$ cat config.mk
export PLATFORM = sky130hd
export DESIGN_NAME = coef_readback_seq
export DESIGN_NICKNAME = d
export VERILOG_FILES = /design/src/rtl/coef_rb_pkg.sv /design/src/rtl/coef_ram_bank.sv /design/src/rtl/rb_ctrl_decode.sv /design/src/rtl/rb_sequencer.sv /design/src/rtl/rb_slot_loader.sv /design/src/rtl/coef_readback_seq.sv
export SDC_FILE = /design/constraint.sdc
export NUM_CORES = 1
export LEC_CHECK = 0
export BUFFER_PORTS_ARGS = -buffer_cell sky130_fd_sc_hd__buf_2
export CORE_UTILIZATION = 63
export CTS_BUF_LIST = sky130_fd_sc_hd__clkbuf_4 sky130_fd_sc_hd__clkbuf_8 sky130_fd_sc_hd__clkbuf_16
export DETAILED_ROUTE_END_ITERATION = 6
export GPL_TIMING_DRIVEN = 0
export PLACE_DENSITY = 0.79
export SLEW_MARGIN = 0
export SYNTH_ARGS = -nofsm -noshare
export SYNTH_HDL_FRONTEND = slang
export SYNTH_SLANG_ARGS = --single-unit
export TNS_END_PERCENT = 100
$ cat constraint.sdc
create_clock -name clk -period 2.9 [get_ports clk]
set_input_delay 0.145 -clock clk [delete_from_list [all_inputs] [get_ports clk]]
set_output_delay 0.145 -clock clk [all_outputs]
set_load 0.02 [all_outputs]
$ cat src/rtl/coef_rb_pkg.sv
package coef_rb_pkg;
  typedef enum logic {RB_IDLE = 1'b0, RB_RUN = 1'b1} rb_state_t;
endpackage

$ cat src/rtl/coef_ram_bank.sv
module coef_ram_bank #(
  parameter int NUM_RAMS = 3,
  parameter int DEPTH    = 38,
  parameter int DW       = 13,
  parameter int AW       = 6,
  parameter int SW       = 2
) (
  input  logic          clk,
  input  logic          wr_en,
  input  logic [SW-1:0] wr_ram,
  input  logic [AW-1:0] wr_addr,
  input  logic [DW-1:0] wr_data,
  input  logic [AW-1:0] rd_addr,
  input  logic [SW-1:0] rd_sel,
  output logic [DW-1:0] rd_data
);
  logic [DW-1:0] bank_q [NUM_RAMS];

  for (genvar g = 0; g < NUM_RAMS; g++) begin : g_ram
    logic [DW-1:0] mem [DEPTH];
    always_ff @(posedge clk) begin
      if (wr_en && (int'(wr_ram) == g) && (int'(wr_addr) < DEPTH))
        mem[wr_addr] <= wr_data;
      if (int'(rd_addr) < DEPTH)
        bank_q[g] <= mem[rd_addr];
      else
        bank_q[g] <= '0;
    end
  end

  always_comb begin
    rd_data = '0;
    for (int i = 0; i < NUM_RAMS; i++)
      if (int'(rd_sel) == i) rd_data = bank_q[i];
  end
endmodule

$ cat src/rtl/rb_ctrl_decode.sv
module rb_ctrl_decode #(
  parameter int NUM_RAMS = 3,
  parameter int SW       = 2
) (
  input  logic          clk,
  input  logic          rst_n,
  input  logic          ctrl_load,
  input  logic          mode_sel,
  input  logic [SW-1:0] ram_sel,
  input  logic          start_bit,
  input  logic          busy,
  output logic          launch,
  output logic          sel_err
);
  logic start_hist;
  logic start_rise;
  logic sel_ok;
  logic accept_window;

  assign start_rise    = ctrl_load && start_bit && !start_hist;
  assign sel_ok        = int'(ram_sel) < NUM_RAMS;
  assign accept_window = start_rise && !mode_sel && !busy;
  assign launch        = accept_window && sel_ok;

  always_ff @(posedge clk) begin
    if (!rst_n) begin
      start_hist <= 1'b0;
      sel_err    <= 1'b0;
    end else begin
      if (ctrl_load) start_hist <= start_bit;
      if (accept_window && !sel_ok) sel_err <= 1'b1;
    end
  end
endmodule

$ cat src/rtl/rb_sequencer.sv
module rb_sequencer
  import coef_rb_pkg::*;
#(
  parameter int DEPTH = 38,
  parameter int AW    = 6,
  parameter int SW    = 2
) (
  input  logic          clk,
  input  logic          rst_n,
  input  logic          launch,
  input  logic [SW-1:0] launch_sel,
  input  logic          frame_sync,
  output logic          busy,
  output logic [AW-1:0] rd_addr,
  output logic [SW-1:0] rd_sel,
  output logic          load_coef,
  output logic          load_zero
);
  localparam logic [AW-1:0] LAST_IDX = AW'(DEPTH - 1);

  rb_state_t     state;
  logic [AW-1:0] idx;

  assign busy      = (state == RB_RUN);
  assign rd_addr   = idx;
  assign load_coef = frame_sync && (state == RB_RUN);
  assign load_zero = frame_sync && (state == RB_IDLE);

  always_ff @(posedge clk) begin
    if (!rst_n) begin
      state  <= RB_IDLE;
      idx    <= '0;
      rd_sel <= '0;
    end else begin
      unique case (state)
        RB_IDLE: begin
          idx <= '0;
          if (launch) begin
            state  <= RB_RUN;
            rd_sel <= launch_sel;
          end
        end
        RB_RUN: begin
          if (frame_sync) begin
            if (idx == LAST_IDX) begin
              state <= RB_IDLE;
              idx   <= '0;
            end else begin
              idx <= idx + 1'b1;
            end
          end
        end
        default: state <= RB_IDLE;
      endcase
    end
  end
endmodule

$ cat src/rtl/rb_slot_loader.sv
module rb_slot_loader #(
  parameter int DW = 13,
  parameter int SLOT_W = 16
) (
  input  logic              clk,
  input  logic              rst_n,
  input  logic              load_coef,
  input  logic              load_zero,
  input  logic [DW-1:0]     coef,
  output logic [SLOT_W-1:0] slot
);
  localparam int PAD = SLOT_W - DW;

  logic [SLOT_W-1:0] aligned;

  if (PAD > 0) begin : g_pad
    assign aligned = {coef, {PAD{1'b0}}};
  end else begin : g_nopad
    assign aligned = coef[DW-1 -: SLOT_W];
  end

  always_ff @(posedge clk) begin
    if (!rst_n)         slot <= '0;
    else if (load_coef) slot <= aligned;
    else if (load_zero) slot <= '0;
  end
endmodule

$ cat src/rtl/coef_readback_seq.sv
module coef_readback_seq #(
  parameter int NUM_RAMS = 3,
  parameter int DEPTH    = 38,
  parameter int DW       = 13,
  parameter int SLOT_W   = 16,
  parameter int SW       = 2,
  parameter int AW       = $clog2(DEPTH)
) (
  input  logic              clk,
  input  logic              rst_n,
  input  logic              frame_sync,
  input  logic              ctrl_load,
  input  logic              mode_sel,
  input  logic [SW-1:0]     ram_sel,
  input  logic              start_bit,
  input  logic              wr_en,
  input  logic [SW-1:0]     wr_ram,
  input  logic [AW-1:0]     wr_addr,
  input  logic [DW-1:0]     wr_data,
  output logic [SLOT_W-1:0] slot_data,
  output logic              busy,
  output logic              sel_err
);
  logic          launch;
  logic [AW-1:0] rd_addr;
  logic [SW-1:0] rd_sel;
  logic [DW-1:0] rd_data;
  logic          load_coef;
  logic          load_zero;

  rb_ctrl_decode #(.NUM_RAMS(NUM_RAMS), .SW(SW)) u_dec (
    .clk(clk), .rst_n(rst_n), .ctrl_load(ctrl_load), .mode_sel(mode_sel),
    .ram_sel(ram_sel), .start_bit(start_bit), .busy(busy),
    .launch(launch), .sel_err(sel_err)
  );

  rb_sequencer #(.DEPTH(DEPTH), .AW(AW), .SW(SW)) u_seq (
    .clk(clk), .rst_n(rst_n), .launch(launch), .launch_sel(ram_sel),
    .frame_sync(frame_sync), .busy(busy), .rd_addr(rd_addr),
    .rd_sel(rd_sel), .load_coef(load_coef), .load_zero(load_zero)
  );

  coef_ram_bank #(.NUM_RAMS(NUM_RAMS), .DEPTH(DEPTH), .DW(DW), .AW(AW), .SW(SW)) u_bank (
    .clk(clk), .wr_en(wr_en), .wr_ram(wr_ram), .wr_addr(wr_addr),
    .wr_data(wr_data), .rd_addr(rd_addr), .rd_sel(rd_sel), .rd_data(rd_data)
  );

  rb_slot_loader #(.DW(DW), .SLOT_W(SLOT_W)) u_slot (
    .clk(clk), .rst_n(rst_n), .load_coef(load_coef), .load_zero(load_zero),
    .coef(rd_data), .slot(slot_data)
  );
endmodule

==> impl_metrics.toml <==
[grt]
grt_pass1_wl_um = 228000
grt-ovfl-total = 0
grt_use_total_pct = 34.6
grt_pass1_vias = 32000
antenna_found_initial = 7
grt_start_max_net_pins = 91

[sta]
relSlewSlack_pct = 3.88
fmax_mhz = 319
hold_viol = 0
fin_skew_ns = 0.0302
setup_slack_ns = -0.230
period_needed_ns = 3.13
finalCritPeriodShare_pct = 108
setup_viol = 194
worst_slew_pin_slew_ns = 1.44
drv_slew = 0
rsz0062_at_grt = "true"
final.setup.tns_ns = -19.58

[die]
die_w_um = 310
die_h_um = 310
initial_core_util_pct = 63.7
core_sq_um = 93600
ios = 48
rows = 112
fp.dieArea_sq_um = 95900

[cts]
cts.clk_slew.worst_paths_ns = 0.06
postCtsSetupBuffers = 0
cts_tree = "built"
clock_path_buffers = 3
insertion_delay_ns = 0.78
root_buffer = "clkbuf_16"
cts.sinks = 1551
cts_buffers = 151
cts.htree.levels = 4

[finish]
fin_area_sq_um = 67800
nets = 3437
fillCellCount = 5494
syn_to_final_growth_pct = 13.6
drive_above_1_share_pct = 25.3
fin_util_pct = 72.4

[power_and_ir_drop]
p_comb_share_pct = 1.9
cellPowerDensity_nw_per_um2 = 666
p_leak_uw = 0.0207
seq_power_share_pct = 54.4
internal_power_uw = 36200
peakVddDrop_mv = 0.583
clkPwrFrac_pct = 43.7
switchingPower_uw = 8950
swShare_pct = 19.8
power_uw = 45200

[setup_path]
critPathCaptureType = "flip-flop"
critPathKind = "in2reg"
worstPathArrival_ns = 3.46
critical_path.max_fanout = 13
reg2reg_depth = 6
cp-start-kind = "primary input"
worstPathRequired_ns = 3.23

[drt]
post_drt_wl_per_cell_um = 34.1
vias = 32900
ant_nets = 0
routed_via_density = 6.88
drt_iter0_markers = 5243
wirelength_um = 163000
drtPass1Iterations = 7
drc = 1

[synthesis]
dominantRegCellSynth = "edfxtp_1"
async_flop_share_pct = 0
synth.area.top_cells = "edfxtp_1 (75%), mux4_2 (5.1%), mux2i_1 (4.8%), mux2_2 (3.7%), dfxtp_1 (2.3%)"
ys_seq_area_share_pct = 76.9
ys.warnings.count = 0
synth_edf_count = 1482
netlist_instances = 3157
synth_area_sq_um = 59700
synth_area_per_cell_sq_um = 18.9
synth_top_area_cell = "edfxtp_1"
netlist.area_leader.share_pct = 74.6
synth.distinct_cells = 48
ys_seq_elements = 1551

[placement]
placedInstanceArea_sq_um = 62000
io_buffers = 41
place_hpwl_um = 107000
gp_congestion = 1.05
dp_slack_ns = -0.976

[status]
violations = "DRC, setup timing"
outcome = "finished, violations left"

[min_path]
hp-class = "in2reg"
hold_depth = 1

[job]
maxCapViolCount = 0
[Yosys cell counts, types with 58 or more instances]
cell and n:
a21oi_1 111, a221oi_1 65, buf_2 58, clkbuf_1 97
dfxtp_1 69, edfxtp_1 1482, mux2_2 195, mux2i_1 289
mux4_2 134, nor2_1 142, o21ai_0 79, o22ai_1 145
[cell usage in the layout, fill, tap and decap left out, drive strengths merged, types with 3 or more instances in the layout]
cell type / Yosys / layout
a211oi: 3 / 3
a21oi: 111 / 111
a221oi: 78 / 78
a22o: 39 / 39
a22oi: 20 / 20
and2: 15 / 15
buf: 100 / 174
bufinv: 0 / 13
clkbuf: 100 / 298
clkinv: 1 / 57
conb: 1 / 3
dfxtp: 69 / 69
dlygate4sd3: 0 / 21
edfxtp: 1482 / 1482
inv: 2 / 9
mux2: 195 / 195
mux2i: 289 / 289
mux4: 134 / 134
nand2: 51 / 51
nand2b: 5 / 5
nor2: 142 / 142
nor2b: 6 / 6
nor3: 7 / 7
nor3b: 5 / 5
nor4: 39 / 39
o21ai: 80 / 80
o22ai: 145 / 145
o2bb2ai: 13 / 13
[sequential cells by signal, summed over array words and instances, names as in the netlist, named ones only]
name              count
u_seq.rd_sel          2
u_seq.rd_addr         6
u_bank.bank_q        39
u_dec.start_hist      1
u_slot.slot          13
u_dec.sel_err         1
u_bank.g_ram.mem   1482
u_seq.busy            1
[timing repair]
| action | in CTS | in global routing |
|---|---|---|
| setup endpoints to repair | 193 | 238 |
| gates resized for setup | 68 | 56 |
| hold buffers | 21 | 0 |
| hold endpoints to repair | 479 | 0 |
| pin swaps | 1 | 1 |
[routing by layer]
metal,track usage [%],wire [um],up-vias
met4,17.0,8100,6
met2,52.7,76200,2362
met3,8.44,19200,361
met5,0,41,-
met1,47.2,59700,16800
li1,-,-,13400
[stage by stage]
| step | hold WS (ns) | std cells |
|---|---|---|
| after floorplan | 0.244 | 3159 |
| after global placement | 0.420 | 4454 |
| after detailed placement | 0.473 | 4476 |
| after CTS | 0.0211 | 4773 |
| after global routing | 0.0309 | 4782 |
| final | 0.0215 | 4784 |
[final cells by class]
class	count	area, sq um	share of cell area [%]
tap	1254	1570	2.31
timing repair buffer	94	990	1.46
multi-input combinational	1405	13300	19.6
sequential	1551	45900	67.7
antenna	2	5.00	0.00738
inverter	3	11.3	0.0166
clock buffer	200	4240	6.25
buffer	199	1030	1.53
clock inverter	76	748	1.10
[final timing paths]
check | from | end | slack [ns]
worst max-delay path | wr_addr[1] | u_bank.g_ram[1].mem[20][0] | -0.23
worst min-delay path | wr_data[8] | u_bank.g_ram[2].mem[2][8] | 0.02
worst max register to register | flip-flop | u_bank.bank_q[1][4] | -0.08
worst min register to register | u_dec.sel_err | u_dec.sel_err | 0.50
[power groups by stage]
stage	Clock, uW	Sequential (uW)	Combinational, uW
after floorplan	0	25000	186
after global placement	0	25100	689
after detailed placement	0	25000	804
after CTS	19700	24600	832
after global routing	20500	24600	883
final	19700	24600	864
[cell families after synthesis]
logic type	synth area share (%)
compound gates	5.55
xor+xnor	0.0147
fa+ha+maj	0.0419
buf+inv	1.70
flops	76.9
mux	13.6
other cells	0.00628
simple gates	2.21
[worst max-delay path: stages]
cell      delay (ns)
clkbuf_1        0.38
a211oi_1        0.15
o21ai_1         0.25
nor2_1          0.07
nand2_1         0.10
clkbuf_1        0.68
buf_1           1.00
nor2_1          0.65
(Power assumes the default switching activity.)
